### src/rtl/ptrig_pkg.sv
package ptrig_pkg;

  localparam int unsigned RATE_W    = 3;
  localparam int unsigned RATE_KINDS = 7;

  // Fixed per-phrase rate code: phrase index modulo the number of rates.
  function automatic logic [RATE_W-1:0] phrase_rate(input int unsigned p);
    return RATE_W'(p % RATE_KINDS);
  endfunction

  // Divide multiplier per rate code; actual ratio is this times DIV_UNIT.
  function automatic int unsigned rate_mult(input logic [RATE_W-1:0] code);
    case (code)
      3'd0:    return 16;
      3'd1:    return 12;
      3'd2:    return 10;
      3'd3:    return 8;
      3'd4:    return 6;
      3'd5:    return 5;
      default: return 4;
    endcase
  endfunction

endpackage

### src/rtl/ptrig_sync.sv
module ptrig_sync #(
  parameter int unsigned W       = 3,
  parameter int unsigned STAGES  = 2,
  parameter logic [W-1:0] RST_VAL = '0
) (
  input  logic         clk,
  input  logic         rst_n,
  input  logic [W-1:0] async_i,
  output logic [W-1:0] level_o,
  output logic [W-1:0] rise_o,
  output logic [W-1:0] fall_o
);

  logic [STAGES-1:0][W-1:0] chain_q;
  logic [STAGES-1:0][W-1:0] chain_d;
  logic [W-1:0]             prev_q;

  always_comb begin
    chain_d[0] = async_i;
    for (int s = 1; s < STAGES; s++) begin
      chain_d[s] = chain_q[s-1];
    end
  end

  always_ff @(posedge clk or negedge rst_n) begin
    if (!rst_n) begin
      chain_q <= {STAGES{RST_VAL}};
      prev_q  <= RST_VAL;
    end else begin
      chain_q <= chain_d;
      prev_q  <= chain_q[STAGES-1];
    end
  end

  genvar g;
  generate
    for (g = 0; g < W; g++) begin : g_edge
      assign level_o[g] = chain_q[STAGES-1][g];
      assign rise_o[g]  = chain_q[STAGES-1][g] & ~prev_q[g];
      assign fall_o[g]  = ~chain_q[STAGES-1][g] & prev_q[g];
    end
  endgenerate

endmodule

### src/rtl/ptrig_cmd.sv
module ptrig_cmd #(
  parameter int unsigned PHRASE_W = 5
) (
  input  logic                clk,
  input  logic                rst_n,
  input  logic                en_i,
  input  logic                st_low_i,
  input  logic                st_fall_i,
  input  logic                st_rise_i,
  input  logic                pi_rise_i,
  output logic [PHRASE_W-1:0] phrase_o,
  output logic                start_o,
  output logic                stop_o,
  output logic                busy_o
);

  logic [PHRASE_W-1:0] cnt_q, cnt_d;
  logic [PHRASE_W-1:0] phrase_q, phrase_d;
  logic                start_q, start_d;
  logic                stop_q, stop_d;
  logic                busy_q, busy_d;
  logic                cnt_zero;

  assign cnt_zero = (cnt_q == '0);

  // Pulse counter: cleared on strobe fall and in standby, wraps naturally.
  always_comb begin
    cnt_d = cnt_q;
    if (!en_i) begin
      cnt_d = '0;
    end else if (st_fall_i) begin
      cnt_d = '0;
    end else if (pi_rise_i && st_low_i) begin
      cnt_d = cnt_q + 1'b1;
    end
  end

  // Command decode on strobe release.
  always_comb begin
    phrase_d = phrase_q;
    busy_d   = busy_q;
    start_d  = 1'b0;
    stop_d   = 1'b0;
    if (!en_i) begin
      phrase_d = '0;
      busy_d   = 1'b0;
    end else if (st_rise_i) begin
      if (cnt_zero) begin
        stop_d   = 1'b1;
        phrase_d = '0;
        busy_d   = 1'b0;
      end else begin
        start_d  = 1'b1;
        phrase_d = cnt_q;
        busy_d   = 1'b1;
      end
    end
  end

  always_ff @(posedge clk or negedge rst_n) begin
    if (!rst_n) begin
      cnt_q    <= '0;
      phrase_q <= '0;
      start_q  <= 1'b0;
      stop_q   <= 1'b0;
      busy_q   <= 1'b0;
    end else begin
      cnt_q    <= cnt_d;
      phrase_q <= phrase_d;
      start_q  <= start_d;
      stop_q   <= stop_d;
      busy_q   <= busy_d;
    end
  end

  assign phrase_o = phrase_q;
  assign start_o  = start_q;
  assign stop_o   = stop_q;
  assign busy_o   = busy_q;


  start_stop_excl_chk: assert property (@(posedge clk) disable iff (!rst_n)
    !(start_q && stop_q));


  start_single_chk: assert property (@(posedge clk) disable iff (!rst_n)
    start_q |=> !start_q);


  stop_single_chk: assert property (@(posedge clk) disable iff (!rst_n)
    stop_q |=> !stop_q);


  start_busy_chk: assert property (@(posedge clk) disable iff (!rst_n)
    start_q |-> (busy_q && phrase_q != '0));


  standby_idle_chk: assert property (@(posedge clk) disable iff (!rst_n)
    !en_i |=> (!busy_q && phrase_q == '0 && !start_q && !stop_q));

endmodule

### src/rtl/ptrig_rate.sv
module ptrig_rate #(
  parameter int unsigned PHRASE_W = 5,
  parameter int unsigned DIV_UNIT = 64
) (
  input  logic                clk,
  input  logic                rst_n,
  input  logic                en_i,
  input  logic                busy_i,
  input  logic                start_i,
  input  logic [PHRASE_W-1:0] phrase_i,
  output logic                tick_o
);
  import ptrig_pkg::*;

  localparam int unsigned NUM_PHRASES = 1 << PHRASE_W;
  localparam int unsigned MAX_DIV     = 16 * DIV_UNIT;
  localparam int unsigned CNT_W       = $clog2(MAX_DIV);

  // Per-phrase rate table.
  logic [RATE_W-1:0] rate_tbl [NUM_PHRASES];

  genvar g;
  generate
    for (g = 0; g < NUM_PHRASES; g++) begin : g_tbl
      assign rate_tbl[g] = phrase_rate(g);
    end
  endgenerate

  logic [CNT_W-1:0]  cnt_q, cnt_d;
  logic [CNT_W-1:0]  lim_q, lim_d;
  logic [RATE_W-1:0] sel_code;
  logic              run;
  logic              wrap;

  assign sel_code = rate_tbl[phrase_i];
  assign run      = en_i && busy_i;
  assign wrap     = (cnt_q == lim_q);

  always_comb begin
    cnt_d = cnt_q;
    lim_d = lim_q;
    if (!run) begin
      cnt_d = '0;
    end else if (start_i) begin
      cnt_d = '0;
      lim_d = CNT_W'(rate_mult(sel_code) * DIV_UNIT - 1);
    end else if (wrap) begin
      cnt_d = '0;
    end else begin
      cnt_d = cnt_q + 1'b1;
    end
  end

  always_ff @(posedge clk or negedge rst_n) begin
    if (!rst_n) begin
      cnt_q <= '0;
      lim_q <= CNT_W'(MAX_DIV - 1);
    end else begin
      cnt_q <= cnt_d;
      lim_q <= lim_d;
    end
  end

  assign tick_o = run && !start_i && wrap;


  tick_busy_chk: assert property (@(posedge clk) disable iff (!rst_n)
    tick_o |-> busy_i);


  div_range_chk: assert property (@(posedge clk) disable iff (!rst_n)
    cnt_q <= lim_q);


  restart_clear_chk: assert property (@(posedge clk) disable iff (!rst_n)
    (start_i && en_i) |=> (cnt_q == '0));

endmodule

### src/rtl/phrase_trigger.sv
module phrase_trigger #(
  parameter int unsigned PHRASE_W    = 5,
  parameter int unsigned SYNC_STAGES = 2,
  parameter int unsigned DIV_UNIT    = 64
) (
  input  logic                clk,
  input  logic                rst_n,
  input  logic                pdwn_n,
  input  logic                strobe_n,
  input  logic                pulse_i,
  output logic [PHRASE_W-1:0] phrase_o,
  output logic                start_o,
  output logic                stop_o,
  output logic                busy_o,
  output logic                tick_o
);

  localparam int unsigned IN_W  = 3;
  localparam int unsigned B_PI  = 0;
  localparam int unsigned B_ST  = 1;
  localparam int unsigned B_PD  = 2;
  localparam logic [IN_W-1:0] IN_RST = 3'b010;

  logic [IN_W-1:0] lvl, rise, fall;
  logic            en;

  ptrig_sync #(
    .W       (IN_W),
    .STAGES  (SYNC_STAGES),
    .RST_VAL (IN_RST)
  ) u_sync (
    .clk     (clk),
    .rst_n   (rst_n),
    .async_i ({pdwn_n, strobe_n, pulse_i}),
    .level_o (lvl),
    .rise_o  (rise),
    .fall_o  (fall)
  );

  assign en = lvl[B_PD];

  ptrig_cmd #(
    .PHRASE_W (PHRASE_W)
  ) u_cmd (
    .clk       (clk),
    .rst_n     (rst_n),
    .en_i      (en),
    .st_low_i  (!lvl[B_ST]),
    .st_fall_i (fall[B_ST]),
    .st_rise_i (rise[B_ST]),
    .pi_rise_i (rise[B_PI]),
    .phrase_o  (phrase_o),
    .start_o   (start_o),
    .stop_o    (stop_o),
    .busy_o    (busy_o)
  );

  ptrig_rate #(
    .PHRASE_W (PHRASE_W),
    .DIV_UNIT (DIV_UNIT)
  ) u_rate (
    .clk      (clk),
    .rst_n    (rst_n),
    .en_i     (en),
    .busy_i   (busy_o),
    .start_i  (start_o),
    .phrase_i (phrase_o),
    .tick_o   (tick_o)
  );

endmodule

### config.mk
export PLATFORM = sky130hd
export DESIGN_NAME = phrase_trigger
export DESIGN_NICKNAME = d
export VERILOG_FILES = /design/src/rtl/ptrig_pkg.sv /design/src/rtl/ptrig_sync.sv /design/src/rtl/ptrig_cmd.sv /design/src/rtl/ptrig_rate.sv /design/src/rtl/phrase_trigger.sv
export SDC_FILE = /design/constraint.sdc
export NUM_CORES = 1
export LEC_CHECK = 0
export BUFFER_PORTS_ARGS = -buffer_cell sky130_fd_sc_hd__buf_2
export CORE_ASPECT_RATIO = 1.4
export CORE_MARGIN = 4
export CORE_UTILIZATION = 45
export DETAILED_ROUTE_END_ITERATION = 16
export PLACE_DENSITY_LB_ADDON = 0.2
export SKIP_CTS_REPAIR_TIMING = 1
export SYNTH_ARGS = -nofsm -noshare
export SYNTH_HDL_FRONTEND = slang
export SYNTH_SLANG_ARGS = --single-unit
### constraint.sdc
create_clock -name clk -period 3.6 [get_ports clk]
set_input_delay 0.18 -clock clk [delete_from_list [all_inputs] [get_ports clk]]
set_output_delay 0.18 -clock clk [all_outputs]
set_load 0.005 [all_outputs]
# Yosys cells after proc, flatten, opt, wreduce, memory -nomap -nowiden
# Memory sizes are Yosys's and may differ from the RTL's.
# Index checks and enable logic that the tools add are counted.
# totals
word_cells	61
mem_bits_ro	96
register_bits	41
memories	1
output_inout_bits	9
# classes
eq_ne	8
muxes	22
magnitude_cmp	1
n_reduce_logical	9
n_bitwise	7
add_sub_neg	3
# mem_list
name	depth	word_bits	rd	rd_ports_with_merged_regs	write_ports	line	text
(no name shown)	32	3	1	0	0	ptrig_rate.sv:35	assign sel_code = rate_tbl[phrase_i];
# ops
cell	n
$mux 10	3
$mux 5	6
$pmux 4 s6	1
$add 10x1->10 const B	1
$eq 10x10->1	1
$sub 10x1->10 const B	1
$mux 1	8
$mux 4	2
$eq 3x2->1 const B	2
$eq 3x3->1 const B	2
$ge 6x6->1 const B	1
$mux 3	2
$not 5->6	1
$add 5x1->5 const B	1
$logic_not 5->1	1
$logic_and 1x1->1	4
$and 1x1->1	3
$eq 3x1->1 const B	1
$logic_not 3->1	1
$ne 3x1->1 const B	1
$not 1->1	3
$logic_not 1->1	2
$ne 2x1->1 const B	1
$reduce_and 2->1	1

# Longest topological paths before layout
# Gate-level depths: netlist (run 1).
# logic_depth
depth_word	9
ltp_mapped	12

# Modules after synthesis
# From an unflattened synthesis (run 1), not the netlist that was laid out.
# unflattened
cells_unflattened	184
area_unflattened_um2	1965.6
# modules_own_cells
module	cells_per_inst	seq_area_each_um2	area_each_um2	instances
ptrig_rate	117	355.3	1121.1	1
ptrig_cmd	51	325.3	574.3	1
ptrig_sync	15	229.0	266.5	1
phrase_trigger	1	0.0	3.8	1

# Worst setup path before layout (run 1)
# OpenSTA, ideal clock, no wires.
# synth_path
path_type	reg-to-reg
start	register u_cmd.phrase_q[1], in the netlist u_cmd.phrase_o[1]
end	register u_rate.lim_q[8]
required_ns	3.515
n_path_buf	0
synth_period_minus_slack_ns	2.378
arrival_time_ns	2.293
path_stages_with_launch	12
setup_time_ns	0.085
slack_ns	1.222
path_cell_list	dfrtp_1 > inv_1 > ha_1 > xor2_1 > mux2i_1 > o221a_2 > o21ai_2 > or2_4 > ha_1 > nand4_1 > nand4bb_1 > nand3_1
# synth_via
elab_chain_cells	9
# synth_rtl
item	line	text
from (decl)	ptrig_cmd.sv:18	logic [PHRASE_W-1:0] phrase_q, phrase_d;
from (signal assigned)	ptrig_cmd.sv:69	phrase_q <= phrase_d;
$not 5->6 (implied by the code) *	ptrig_rate.sv:35	
$mem_v2 32x3 *	--	
$mux 3 (implied by the code) * (2 in series)	ptrig_rate.sv:35	
$eq 3x3->1, or another cell as far along	ptrig_pkg.sv:13	case (code)
$pmux 4 s6 *	ptrig_pkg.sv:13	
$mux 4 *	ptrig_rate.sv:44	end else if (start_i) begin
$mux 4 *	ptrig_rate.sv:42	if (!run) begin
$sub 10x1->10 *	ptrig_rate.sv:46	lim_d = CNT_W'(rate_mult(sel_code) * DIV_UNIT - 1);
to (signal assigned)	ptrig_rate.sv:57	lim_q <= CNT_W'(MAX_DIV - 1);
to (signal assigned)	ptrig_rate.sv:60	lim_q <= lim_d;
to (decl)	ptrig_rate.sv:30	logic [CNT_W-1:0] lim_q, lim_d;
# Mark *: on every way between the ends. The rest lies on a longest branch, timed or not. The select of a mux whose other input is x is not followed.
# A chain may end at the register's enable or synchronous reset.

# Worst setup path after layout (run 1)
# Same ends and word-level chain as after synthesis.

==> qor.csv, run 1 <==
metric,value,unit
total gr overflow,0,
die width,64.9,µm
failing checks,negative hold slack,
TritonRoute pass-1 iters,4,
Min Hold Slack,-39.2,ps
Net Sw Frac,21.8,%
Post-Layout Inst Area,0.00221,mm²
share of layout cells above drive strength 1,17.6,%
crit start category,register,
worst reg2reg startpoint,u_cmd.phrase_o[1],
I/O Pins,14,
CTS buffer count,5,
FMAX,377,MHz
synth warn,0,
Post-Synthesis Cell Area,0.00204,mm²
worst path cell trace,"inv_1, ha_1, nand2_1, o21ai_0, a211o_2, o21ai_2, or2_4, ha_1, nand4_1, nand4bb_1, nand3_1",
Critical Path Max Stage Delay,560,ps
number of buffers and inverters on the critical path,1,
port bufs,13,
post-route clock period utilization,73.7,%
post-DR vias/cell,5.12,
Worst setup EP type,register,
NumNets Final,238,
syn avg cell area,9.90,µm²
Final Max Tran Viols,0,
PwrDens,319,mW/mm²
H-tree depth,2,
DRC Markers,0,
sequential element share of the synthesized area,43.4,%
"commonest non-fill, non-tap cell in the layout",dfrtp_1,
post-synthesis net count,223,
GRT Overall Usage,14.7,%
LEAKAGE,0.984,nW
Post-synth EDFFs,0,
DR WL/cell,12.7,µm
# rows,28,
Clock Tree Root,clkbuf_8,
die area,0.00569,mm²
vias in the first global route,1469,
Netlist cell types,48,
reg2reg path depth,11,
CTS tree,built,
hpwl dp,2.63,mm
final setup violation count,0,
antenna cells,0,
"reg-to-reg slack, setup",950,ps
logic gate share of total power,4.2,%
clock skew,5.94,ps
Post-DP Area,0.00211,mm²
WS Path Type,register to register,
first-pass GRT wire length,6.47,mm
final hold vios,28,
initial antenna violation count,0,
Critical R2R Capture,u_rate.lim_q[8],
switching power of the nets,154,µW
Final WS setup,946,ps
internal power,552,µW
Initial Util,47.3,%
Routed Antenna Nets,0,
routed via count,1445,
Placer Congestion,0.828,
pre-CTS setup slack,971,ps
share of flip-flops with an asynchronous set or reset,100,%
status,"complete, but fails checks",
total wire length,3.58,mm
die height,87.7,µm
Worst-Margin Slew,753,ps
main flop type after synthesis,dfrtp_1,
clock buffer depth,2,
Clock Sinks,35,
minimum clock period,2650,ps
setup TNS,0,ps
CP max stage cell,dfrtp_1,
synthesized instance count,206,
worst skew pair latency,280,ps
Peak VDD IR,0.310,mV
Iter 0 DRT Violations,55,
Seq pwr share,58.4,%
most frequent CP cell,ha_1,
maxcap violations,0,
pin count of the biggest net entering global routing,36,
Critical Path RT,3820,ps
RSZ-0062 raised after global routing,no,
clock-pin slew on the worst setup and hold paths,70,ps
area of the core,0.00431,mm²
synth-to-layout area growth,8.53,%
most frequent cells in the layout,"dfrtp_1, nor2_1, nand2_1",
Clock power frac,37.3,%
Min-Delay Path Class,primary input to asynchronous set/reset pin,
Crit Path Max Fanout,13,
crit-path leading delay family,compound AO/OA/AOI/OAI gates,
Max transition margin,49.8,%
number of synthesized register bits,35,
Critical Path AT,2880,ps
cell usage after synthesis (2+ instances only):
master	instances	area, µm²
dfrtp_1	28	701
nor2_1	25	93.8
nand2_1	24	90.1
ha_1	12	150
xor2_1	12	105
nand3_1	8	40.0
dfstp_2	7	184
o21ai_0	7	35.0
inv_1	6	22.5
a21boi_0	5	37.5
a21oi_1	5	25.0
xnor2_1	5	43.8
buf_6	4	45.0
mux2i_1	4	40.0
nor2b_1	4	25.0
o21ai_1	4	20.0
and3_1	3	18.8
nand2b_1	3	18.8
nand4_1	3	18.8
a211o_1	2	17.5
a211oi_2	2	25.0
a22oi_1	2	15.0
clkbuf_1	2	7.51
nor3_1	2	10.0
nor3b_1	2	15.0
nor4_1	2	12.5
or2b_1	2	15.0
worst register-to-register path, delay by kind of cell (launching register included):
kind | cells | cell delay (ps)
simple gates | 5 | 630
buf+inv | 1 | 170
flops | 1 | 560
fa+ha+maj | 2 | 540
compound gates | 3 | 700
worst max-delay path by stage:
stage | cells after the start | end | slack [ps] | start
6_report | 11 | u_rate.lim_q[8] | 950 | u_cmd.phrase_o[1]
5_1_grt | 11 | u_rate.lim_q[8] | 730 | u_cmd.phrase_o[1]
4_1_cts | 11 | u_rate.lim_q[8] | 950 | u_cmd.phrase_o[1]
3_5_place_dp | 11 | u_rate.lim_q[8] | 970 | u_cmd.phrase_o[1]
3_3_place_gp | 11 | u_rate.lim_q[8] | 1050 | u_cmd.phrase_o[1]
2_1_floorplan | 11 | u_rate.lim_q[8] | 1220 | u_cmd.phrase_o[1]
kinds of logic (layout without fill, tap and decap cells):
group                    Yosys count  after routing  synth area share, %
multiplexers                       6              6                 3.25
AND/OR/NAND/NOR                   88             88                 21.8
adder cells (fa/ha/maj)           12             12                 7.36
flip-flops                        35             35                 43.4
AO/OA/AOI/OAI                     35             35                 12.5
XOR/XNOR                          17             17                 7.30
buffers and inverters             13             29                 4.42
metrics by stage:
stage	hold slack (ps)	power, mW	std cells	utilization (%)
after global placement	285	0.448	272	49.0
after CTS	-16.6	0.719	280	50.9
after detailed placement	287	0.449	272	49.0
final	-39.2	0.706	282	51.4
after global routing	1.68	0.747	282	51.4
after floorplan	-116	0.433	206	-
power by group through the flow:
stage | Clock, mW | Sequential, mW | Combinational, mW
final | 0.263 | 0.412 | 0.0298
after global routing | 0.298 | 0.413 | 0.0353
after CTS | 0.278 | 0.412 | 0.0293
after detailed placement | 0 | 0.420 | 0.0291
after global placement | 0 | 0.419 | 0.0291
after floorplan | 0 | 0.417 | 0.0162
cell type report:
| cell class | instances | area, µm² |
|---|---|---|
| Sequential cell | 35 | 885 |
| Timing Repair Buffer | 15 | 85.1 |
| Tap cell | 60 | 75.1 |
| Clock inverter | 1 | 5.00 |
| Clock buffer | 7 | 76.3 |
| Multi-Input combinational cell | 158 | 1060 |
| Inverter | 6 | 22.5 |
| Fill cell | 409 | 2100 |
state kept, by name (all words and copies together), names as in the netlist:
register,flops
u_rate.cnt_q,10
u_rate.lim_q,4
u_cmd.busy_o,1
u_cmd.start_o,1
u_sync.prev_q,2
u_cmd.cnt_q,5
u_cmd.stop_o,1
u_cmd.phrase_o,5
u_sync.chain_d,3
u_sync.level_o,3
routing by layer:
metal,vias to the layer above,track usage [%],share of wire [%]
li1,733,-,-
met1,680,16.9,44
met2,22,25.2,50
met3,10,3.08,2.6
met4,0,8.27,3.5
met5,-,0,0
Note: power is estimated with default switching activity, not from simulation.
==> run 2, diff against run 1 <==
==> constraint.sdc (replaced) <==
create_clock -name clk -period 2.1 [get_ports clk]
set_input_delay 0.105 -clock clk [delete_from_list [all_inputs] [get_ports clk]]
set_output_delay 0.105 -clock clk [all_outputs]
set_load 0.005 [all_outputs]
==> run 2 against run 1 <==
The run ends with negative setup slack left. Clock-buffer cell count decreased by 2. Setup slack got worse by 1000 ps. Register-to-register slack got worse by 1000 ps. Hold slack improved by 390 ps. Cell area increased by 13%. Via count increased by 8.2%. Sequential share of layout area decreased by 4.4 points.
==> qor.csv, run 2 (synthesis results as in run 1) <==
metric,value,unit
CTS tree,built,
final setup violation count,1,
die area,0.00569,mm²
Post-Layout Inst Area,0.00249,mm²
routed via count,1564,
maxcap violations,0,
Max transition margin,50.2,%
failing checks,negative setup slack,
post-route clock period utilization,103,%
LEAKAGE,1.15,nW
# rows,28,
DRC Markers,0,
pre-CTS setup slack,-74.4,ps
final hold vios,0,
Worst setup EP type,register,
number of buffers and inverters on the critical path,1,
area of the core,0.00431,mm²
Peak VDD IR,0.488,mV
crit start category,register,
RSZ-0062 raised after global routing,yes,
Clock Tree Root,clkbuf_8,
Critical Path Max Stage Delay,440,ps
CP max stage cell,dfrtp_2,
initial antenna violation count,0,
Placer Congestion,0.813,
GRT Overall Usage,15.5,%
hpwl dp,2.87,mm
PwrDens,486,mW/mm²
antenna cells,0,
clock-pin slew on the worst setup and hold paths,70,ps
Initial Util,47.3,%
Critical Path RT,2330,ps
worst path cell trace,"buf_4, ha_1, nor2b_2, nor3b_2, a211o_2, o21ai_2, or2_4, ha_4, a211o_1, nand3_1",
Min-Delay Path Class,register to register,
Worst-Margin Slew,747,ps
TritonRoute pass-1 iters,5,
port bufs,13,
synth-to-layout area growth,22.3,%
Clock Sinks,35,
DR WL/cell,12.2,µm
worst skew pair latency,280,ps
die width,64.9,µm
Placed Cells incl. Taps,297,
Final Max Tran Viols,0,
fin cells,311,
"commonest non-fill, non-tap cell in the layout",buf_4,
total power,1.21,mW
share of layout cells above drive strength 1,31.5,%
pin count of the biggest net entering global routing,36,
Min Hold Slack,347,ps
max reg flops,10,
total wire length,3.80,mm
FMAX,462,MHz
CTS buffer count,5,
NumNets Final,267,
Critical Path AT,2390,ps
WS Path Type,register to register,
H-tree depth,2,
most frequent cells in the layout,"buf_4, dfrtp_1, nand2_1",
first-pass GRT wire length,6.85,mm
Iter 0 DRT Violations,64,
Crit Path Max Fanout,4,
Final WS setup,-65.2,ps
I/O Pins,14,
total gr overflow,0,
minimum clock period,2170,ps
clock skew,9.72,ps
clock buffer depth,2,
Post-DP Area,0.00233,mm²
die height,87.7,µm
post-DR vias/cell,5.03,
Routed Antenna Nets,0,
status,"complete, but fails checks",
crit-path leading delay family,simple AND/OR/NAND/NOR gates,
"Most flops, register",u_rate.cnt_q,
vias in the first global route,1561,
-- run 2: path summary, 6_finish.rpt --
path                                   startpoint                 to  slack [ps]  cells past startpoint
worst max-delay path            u_cmd.phrase_o[0]    u_rate.lim_q[8]         -70                     10
worst min-delay path            u_sync.chain_d[5]  u_sync.level_o[2]         350                      0
worst max register to register  u_cmd.phrase_o[0]    u_rate.lim_q[8]         -70                     10
max in group asynchronous                   rst_n  u_cmd.phrase_o[0]        1160                      2
worst min register to register  u_sync.chain_d[5]  u_sync.level_o[2]         350                      0
min in group asynchronous                   rst_n    u_rate.cnt_q[2]         420                      2
-- run 2: final cells by class --
type                            count  area, µm²
Fill cell                         383       1810
Multi-Input combinational cell    158       1110
Clock inverter                      3       15.0
Clock buffer                        5       68.8
Inverter                            6       27.5
Sequential cell                    35        887
Timing Repair Buffer               44        308
Tap cell                           60       75.1
-- run 2: layer usage --
metal | track usage, % | vias to the layer above | share of wire [%]
li1 | - | 795 | -
met1 | 17.7 | 733 | 42
met2 | 27.7 | 30 | 53
met3 | 2.82 | 6 | 3.4
met4 | 7.12 | 0 | 1.8
met5 | 0 | - | 0
-- run 2: power breakdown --
group | internal, mW | total (mW) | switching, mW
logic | 0.0233 | 0.0556 | 0.0323
clock network | 0.226 | 0.450 | 0.224
registers | 0.694 | 0.706 | 0.0123
-- run 2: through the flow --
stage | TNS (ps) | utilization, %
after global placement | -62.3 | 54.1
after floorplan | -23.8 | -
after global routing | -425 | 57.9
after CTS | -121 | 56.0
after detailed placement | -74.4 | 54.1
final | -65.2 | 57.9
-- run 2: worst register-to-register path, cell delays in order, from the launching register on --
cell and delay, ps:
dfrtp_2 440, buf_4 160, ha_1 210, nor2b_2 170
nor3b_2 190, a211o_2 160, o21ai_2 70, or2_4 240
ha_4 170, a211o_1 220, nand3_1 80
